File: src/rtl/tc_pkg.sv
package tc_pkg;
    localparam int DW     = 8;
    localparam int AW     = 8;
    localparam int NREG   = 16;
    localparam int RAW    = $clog2(NREG);
    localparam int IW     = 2 * DW;
    localparam int DEPTH  = 1 << AW;

    localparam logic [3:0] OP_LOAD  = 4'h1;
    localparam logic [3:0] OP_LDI   = 4'h2;
    localparam logic [3:0] OP_STORE = 4'h3;
    localparam logic [3:0] OP_MOVE  = 4'h4;
    localparam logic [3:0] OP_ADD   = 4'h5;
    localparam logic [3:0] OP_OR    = 4'h7;
    localparam logic [3:0] OP_AND   = 4'h8;
    localparam logic [3:0] OP_XOR   = 4'h9;
    localparam logic [3:0] OP_ROR   = 4'hA;
    localparam logic [3:0] OP_JEQ   = 4'hB;
    localparam logic [3:0] OP_HALT  = 4'hC;

    typedef enum logic [1:0] {
        ST_FETCH_HI = 2'd0,
        ST_FETCH_LO = 2'd1,
        ST_EXEC     = 2'd2,
        ST_HALT     = 2'd3
    } tc_state_e;

    typedef struct packed {
        tc_state_e        state;
        logic [AW-1:0]    pc;
        logic [IW-1:0]    ir;
    } tc_core_s;
endpackage

File: src/rtl/tc_regfile.sv
module tc_regfile
    import tc_pkg::*;
(
    input  logic           clk,
    input  logic           rst,
    input  logic           we,
    input  logic [RAW-1:0] waddr,
    input  logic [DW-1:0]  wdata,
    input  logic [RAW-1:0] raddr_a,
    output logic [DW-1:0]  rdata_a,
    input  logic [RAW-1:0] raddr_b,
    output logic [DW-1:0]  rdata_b,
    output logic [DW-1:0]  rdata_zero
);
    logic [DW-1:0] regs_q [NREG];
    logic [DW-1:0] regs_d [NREG];

    for (genvar g = 0; g < NREG; g++) begin : g_reg
        always_comb begin
            regs_d[g] = regs_q[g];
            if (rst) begin
                regs_d[g] = '0;
            end else if (we && (waddr == RAW'(g))) begin
                regs_d[g] = wdata;
            end
        end

        always_ff @(posedge clk) begin
            regs_q[g] <= regs_d[g];
        end
    end

    assign rdata_a    = regs_q[raddr_a];
    assign rdata_b    = regs_q[raddr_b];
    assign rdata_zero = regs_q[0];

    // A write lands in the addressed register on the next cycle.
    AST_RF_WRITE_LANDS: assert property (@(posedge clk) disable iff (rst)
        (we && raddr_a == waddr) |=> (rdata_a == $past(wdata)) || $past(raddr_a) != raddr_a
    );
endmodule

File: src/rtl/tc_mem.sv
module tc_mem
    import tc_pkg::*;
(
    input  logic          clk,
    input  logic          pre_we,
    input  logic [AW-1:0] pre_addr,
    input  logic [DW-1:0] pre_data,
    input  logic          core_we,
    input  logic [AW-1:0] core_addr,
    input  logic [DW-1:0] core_wdata,
    output logic [DW-1:0] core_rdata,
    input  logic [AW-1:0] dbg_addr,
    output logic [DW-1:0] dbg_data
);
    logic [DW-1:0] cells_q [DEPTH];

    logic          wr_en_d;
    logic [AW-1:0] wr_addr_d;
    logic [DW-1:0] wr_data_d;

    always_comb begin
        wr_en_d   = 1'b0;
        wr_addr_d = core_addr;
        wr_data_d = core_wdata;
        if (pre_we) begin
            wr_en_d   = 1'b1;
            wr_addr_d = pre_addr;
            wr_data_d = pre_data;
        end else if (core_we) begin
            wr_en_d   = 1'b1;
        end
    end

    always_ff @(posedge clk) begin
        if (wr_en_d) begin
            cells_q[wr_addr_d] <= wr_data_d;
        end
    end

    assign core_rdata = cells_q[core_addr];
    assign dbg_data   = cells_q[dbg_addr];

    // Preload and core traffic never compete for the write port.
    AST_ONE_WRITER: assert property (@(posedge clk) !(pre_we && core_we));
endmodule

File: src/rtl/tc_alu.sv
module tc_alu
    import tc_pkg::*;
(
    input  logic [3:0]    op,
    input  logic [DW-1:0] opa,
    input  logic [DW-1:0] opb,
    input  logic [3:0]    rot_amt,
    output logic [DW-1:0] result
);
    localparam int SHW = $clog2(DW);

    logic [2*DW-1:0] rot_dbl;

    always_comb begin
        rot_dbl = {opa, opa} >> rot_amt[SHW-1:0];
        unique case (op)
            OP_ADD:  result = opa + opb;
            OP_AND:  result = opa & opb;
            OP_OR:   result = opa | opb;
            OP_XOR:  result = opa ^ opb;
            OP_ROR:  result = rot_dbl[DW-1:0];
            default: result = opa;
        endcase
    end
endmodule

File: src/rtl/teach_cpu.sv
module teach_cpu
    import tc_pkg::*;
(
    input  logic          clk,
    input  logic          rst,
    input  logic          pre_we,
    input  logic [7:0]    pre_addr,
    input  logic [7:0]    pre_data,
    input  logic [7:0]    dbg_addr,
    output logic [7:0]    dbg_data,
    output logic [7:0]    pc,
    output logic          halted
);
    tc_core_s core_q, core_d;

    logic [3:0]    op;
    logic [3:0]    dig_r, dig_s, dig_t;
    logic [7:0]    imm_xy;

    logic [AW-1:0] mem_addr;
    logic [DW-1:0] mem_rdata;
    logic          mem_we;

    logic          rf_we;
    logic [RAW-1:0] rf_waddr, rf_raddr_a;
    logic [DW-1:0] rf_wdata, rf_a, rf_b, rf_zero;
    logic [DW-1:0] alu_out;

    logic          in_exec;
    logic          take_jump;

    assign op     = core_q.ir[15:12];
    assign dig_r  = core_q.ir[11:8];
    assign dig_s  = core_q.ir[7:4];
    assign dig_t  = core_q.ir[3:0];
    assign imm_xy = core_q.ir[7:0];

    assign in_exec = (core_q.state == ST_EXEC);

    // Register read A: two-source ops and move read digit 2, others digit 1.
    always_comb begin
        unique case (op)
            OP_MOVE, OP_ADD, OP_OR, OP_AND, OP_XOR: rf_raddr_a = dig_s;
            default:                                rf_raddr_a = dig_r;
        endcase
    end

    // Register write port.
    always_comb begin
        rf_we    = 1'b0;
        rf_waddr = dig_r;
        rf_wdata = alu_out;
        if (in_exec && !rst) begin
            unique case (op)
                OP_LOAD: begin rf_we = 1'b1; rf_wdata = mem_rdata; end
                OP_LDI:  begin rf_we = 1'b1; rf_wdata = imm_xy;    end
                OP_MOVE: begin rf_we = 1'b1; rf_waddr = dig_t;     end
                OP_ADD, OP_OR, OP_AND, OP_XOR, OP_ROR: rf_we = 1'b1;
                default: rf_we = 1'b0;
            endcase
        end
    end

    // Memory port: fetch uses PC, execute uses the XY field.
    assign mem_addr  = in_exec ? imm_xy : core_q.pc;
    assign mem_we    = in_exec && !rst && (op == OP_STORE);
    assign take_jump = (op == OP_JEQ) && (rf_a == rf_zero);

    always_comb begin
        core_d = core_q;
        if (rst) begin
            core_d.state = ST_FETCH_HI;
            core_d.pc    = '0;
            core_d.ir    = '0;
        end else begin
            unique case (core_q.state)
                ST_FETCH_HI: begin
                    core_d.ir[15:8] = mem_rdata;
                    core_d.pc       = core_q.pc + 1'b1;
                    core_d.state    = ST_FETCH_LO;
                end
                ST_FETCH_LO: begin
                    core_d.ir[7:0]  = mem_rdata;
                    core_d.pc       = core_q.pc + 1'b1;
                    core_d.state    = ST_EXEC;
                end
                ST_EXEC: begin
                    core_d.state = ST_FETCH_HI;
                    if (op == OP_HALT) begin
                        core_d.state = ST_HALT;
                    end else if (take_jump) begin
                        core_d.pc = imm_xy;
                    end
                end
                default: core_d = core_q;
            endcase
        end
    end

    always_ff @(posedge clk) begin
        core_q <= core_d;
    end

    tc_regfile u_rf (
        .clk        (clk),
        .rst        (rst),
        .we         (rf_we),
        .waddr      (rf_waddr),
        .wdata      (rf_wdata),
        .raddr_a    (rf_raddr_a),
        .rdata_a    (rf_a),
        .raddr_b    (dig_t),
        .rdata_b    (rf_b),
        .rdata_zero (rf_zero)
    );

    tc_alu u_alu (
        .op      (op),
        .opa     (rf_a),
        .opb     (rf_b),
        .rot_amt (dig_t),
        .result  (alu_out)
    );

    tc_mem u_mem (
        .clk        (clk),
        .pre_we     (pre_we && rst),
        .pre_addr   (pre_addr),
        .pre_data   (pre_data),
        .core_we    (mem_we),
        .core_addr  (mem_addr),
        .core_wdata (rf_a),
        .core_rdata (mem_rdata),
        .dbg_addr   (dbg_addr),
        .dbg_data   (dbg_data)
    );

    assign pc     = core_q.pc;
    assign halted = (core_q.state == ST_HALT);

    AST_HI_THEN_LO: assert property (@(posedge clk) disable iff (rst)
        (core_q.state == ST_FETCH_HI) |=> (core_q.state == ST_FETCH_LO)
    );
    AST_FETCH_STEP: assert property (@(posedge clk) disable iff (rst)
        (core_q.state inside {ST_FETCH_HI, ST_FETCH_LO}) |=> (pc == $past(pc) + 8'd1)
    );
    AST_JUMP_TARGET: assert property (@(posedge clk) disable iff (rst)
        (in_exec && op == OP_JEQ && rf_a == rf_zero) |=> (pc == $past(imm_xy))
    );
    AST_HALT_FROZEN: assert property (@(posedge clk) disable iff (rst)
        halted |=> (halted && $stable(pc))
    );
    AST_HALT_NO_STORE: assert property (@(posedge clk) disable iff (rst)
        halted |-> !mem_we
    );
    AST_RESET_PC: assert property (@(posedge clk)
        rst |=> (pc == 8'h00 && !halted)
    );
endmodule

File: config.mk
export PLATFORM = sky130hd
export DESIGN_NAME = teach_cpu
export DESIGN_NICKNAME = d
export VERILOG_FILES = /design/src/rtl/tc_pkg.sv /design/src/rtl/tc_regfile.sv /design/src/rtl/tc_mem.sv /design/src/rtl/tc_alu.sv /design/src/rtl/teach_cpu.sv
export SDC_FILE = /design/constraint.sdc
export NUM_CORES = 2
export LEC_CHECK = 0
export BUFFER_PORTS_ARGS = -buffer_cell sky130_fd_sc_hd__buf_2
export CAP_MARGIN = 0
export CORE_ASPECT_RATIO = 0.5
export CORE_MARGIN = 2
export CORE_UTILIZATION = 56
export CTS_CLUSTER_DIAMETER = 80
export CTS_CLUSTER_SIZE = 30
export DETAILED_ROUTE_END_ITERATION = 8
export MAX_ROUTING_LAYER = met4
export PLACE_DENSITY = 0.72
export SLEW_MARGIN = 20
export SYNTH_ARGS = -nofsm -noshare
export SYNTH_HDL_FRONTEND = slang
export SYNTH_SLANG_ARGS = --single-unit
File: constraint.sdc
create_clock -name clk -period 12.86 [get_ports clk]
set_clock_uncertainty 0.05 [all_clocks]
set_input_delay 1.929 -clock clk [delete_from_list [all_inputs] [get_ports clk]]
set_output_delay 1.929 -clock clk [all_outputs]
set_load 0.01 [all_outputs]
==> reports/qor_table.md <==
| Item | Reported |
|---|---|
| Outcome | complete, no violations |
| Number of antenna violations at the first check in global routing | 51 |
| Slowest cell on crit path | sky130_fd_sc_hd__buf_4 |
| Most used cells in the layout excluding fill and tap cells | sky130_fd_sc_hd__edfxtp_1 (2168), sky130_fd_sc_hd__nand2_1 (942), sky130_fd_sc_hd__mux4_2 (844), sky130_fd_sc_hd__mux2i_1 (386), sky130_fd_sc_hd__a21oi_1 (346) |
| Critical path, cell by cell | buf_8 -> buf_4 -> buf_4 -> mux4_2 -> mux4_2 -> mux4_2 -> mux4_2 -> buf_2 |
| Power density over the cells | 204 nW/um2 |
| Register bit count reported by yosys | 2206 |
| Core area | 189000 um2 |
| Post-DRT Antenna Nets | 0 |
| Worst endpoint required time | 10.88 ns |
| Root Buffer Master | sky130_fd_sc_hd__clkbuf_16 |
| Post-CTS repair timing setup buffer count | 0 |
| Fraction of registers with async set/reset | 0% |
| Number of endpoints failing setup at the final stage | 0 |
| Die height | 312 um |
| # rows | 113 |
| Full die area | 194000 um2 |
| TritonCTS Buffers | 83 |
| Routed length per placed instance | 40.3 um |
| Slew @ Worst Pin | 1.32 ns |
| Gp weighted congestion | 0.983 |
| Crit path time final | 8.38 ns |
| Arrival time at the worst endpoint | 6.41 ns |
| DR vias/cell | 7.74 |
| EDFF count, synth | 2168 |
| Drt pass-1 iters | 8 |
| Post-Route Setup TNS | 0 ns |
| Min-Delay Path Class | flop to flop |
| Number of I/O port buffers | 43 |
| Worst IR drop on VDD | 0.383 mV |
| Syn Std Cell Area | 107000 um2 |
| Fmax | 0.119 GHz |
| CTS-repair resized insts | 0 |
| Largest stage delay on the critical path | 0.76 ns |
| Hold violation total from the final report | 0 |
| Maximum clock path buffer count | 3 |
| Count of different cell masters after synthesis | 85 |
| Initial drt markers | 14000 |
| Horizontal die dimension | 621 um |
| Clock-pin slew of the registers on the worst-case setup and hold paths | 0.12 ns |
| Layout overhead on the synthesized area | 5.36% |
| Overall via count from detail_route | 72100 |
| Net Count, Synth | 6998 |
| Global-route total usage across every layer | 39.6% |
| Category of the critical setup timing path | input pin to output pin |
| Kind of end point of the critical path | output pin |
| Initial Utilization | 56.2% |
| Commonest non-fill, non-tap cell in the layout | sky130_fd_sc_hd__edfxtp_1 |
| Share of Yosys cell area claimed by the top area cell type | 61.1% |
| Synthesis Warnings | 0 |
| Gate count after technology mapping | 6949 |
| Global-route wire length before repair | 519000 um |
| I/O pin count | 44 |
| Leakage power summed over all cells | 35.5 nW |
| Average footprint of a synthesized cell | 15.3 um2 |
| # nets final | 6751 |
| Total detailed-routing wirelength | 376000 um |
| H-tree lvl count | 3 |
| Max-slew headroom | 11.2% |
| Worst-skew pair later-pin latency | 0.79 ns |
| Max-cap check violation count | 0 |
| Area contributors post-synth | sky130_fd_sc_hd__edfxtp_1 (61%), sky130_fd_sc_hd__mux4_2 (18%), sky130_fd_sc_hd__mux2i_1 (3.7%), sky130_fd_sc_hd__nand2_1 (3.3%), sky130_fd_sc_hd__a21oi_1 (1.7%) |
| Number of buffers inserted for hold repair after clock tree synthesis | 0 |
| Fraction of layout cells with a size suffix above 1 | 19.3% |
| Pin count of the biggest net entering global routing | 225 |
| Worst-path maximum fanout | 68 |
| Grt ovf | 0 |
| Top_reg_cell synth | sky130_fd_sc_hd__edfxtp_1 |
| Clock sink count | 2206 |
| Post-layout util | 59.2% |
| Share of the cycle needed by the critical path after routing | 65.2% |
| CTS tree | yes |
| Most frequent cell on the critical path | sky130_fd_sc_hd__mux4_2 |
| Sequential area share after synthesis | 61.8% |
| Remaining routing DRC violations | 0 |
| Post-detailed-placement half-perimeter wirelength | 236000 um |
| Worst hold slack after final layout | 0.511 ns |
| Reg2reg setup slack | 4.81 ns |
| RSZ-0062 raised after global routing | false |
| Dpl ws | 4.42 ns |
| Area leader, netlist | sky130_fd_sc_hd__edfxtp_1 |
| Worst setup slack after layout | 4.48 ns |
| Vias in the first global route | 67200 |
| Critical Path Start Type | input pin |
| Final count of pins violating max slew | 0 |
-- worst paths after layout --
path                from  depth (start not counted)           endpoint
max          dbg_addr[1]                          8        dbg_data[4]
min            core_q[8]                          2          core_q[8]
max reg2reg   core_q[24]                         16  u_rf.regs_q[9][1]
min reg2reg    core_q[8]                          2          core_q[8]
-- layout make-up --
cell class                      count  area, um2
Antenna cell                       64        160
Clock buffer                       98       2200
Clock inverter                      4       50.0
Fill cell                       13900      77200
Inverter                           28        105
Multi-Input combinational cell   4149      38600
Sequential cell                  2206      65900
Tap cell                         2530       3170
Timing Repair Buffer              234       2040
-- cell usage after synthesis (all sizes together), types with 25 or more instances --
cell type,instances
nor4,81
a2111oi,53
mux2i,393
nand3,219
and3,35
nand4,39
nor3,72
a211oi,49
mux4,844
nor2,383
o221ai,58
o21ai,98
a311oi,25
nand2,948
a21oi,357
o22ai,138
a31oi,43
inv,26
dfxtp,38
clkbuf,344
buf,222
edfxtp,2168
-- metal layers --
metal | global-route usage [%] | share of wire [%] | vias to the layer above
met5 | - | 0 | -
met4 | 15.6 | 4.7 | 0
met3 | 19.3 | 19 | 997
met2 | 52.8 | 42 | 6928
met1 | 52.0 | 34 | 36600
li1 | - | - | 27500
-- critical path, delay by kind of cell --
kind / cells / cell delay (ns)
buffers and inverters: 4 / 2.05
muxes: 4 / 2.32
-- cell families after synthesis --
| group | synth area share, % |
|---|---|
| AO/OA/AOI/OAI | 6.10 |
| XOR/XNOR | 0.137 |
| adder cells (fa/ha/maj) | 0.258 |
| buffers and inverters | 2.40 |
| flip-flops | 61.8 |
| multiplexers | 21.7 |
| AND/OR/NAND/NOR | 7.53 |
-- sequential cells by signal, summed over array words and instances (netlist names), named ones only --
| signal | count |
|---|---|
| u_mem.cells_q | 2048 |
| pc | 8 |
| core_q | 18 |
| u_rf.regs_q | 128 |
-- per-stage QoR --
| stage | power [mW] | cells | cell area, um2 |
|---|---|---|---|
| 6_report | 22.9 | 9313 | 112000 |
| 5_1_grt | 23.4 | 9299 | 112000 |
| 4_1_cts | 22.4 | 9246 | 112000 |
| 3_5_place_dp | 19.2 | 9144 | 110000 |
| 3_3_place_gp | 18.8 | 9144 | 110000 |
| 2_1_floorplan | 16.4 | 6949 | 107000 |
-- power by group --
group | leakage, nW | switching [mW] | internal (mW)
combinational | 14.4 | 6.33 | 1.94
sequential | 20.0 | 0.172 | 11.0
clock | 1.10 | 2.20 | 1.24
Power figures use the tool's default switching activity.
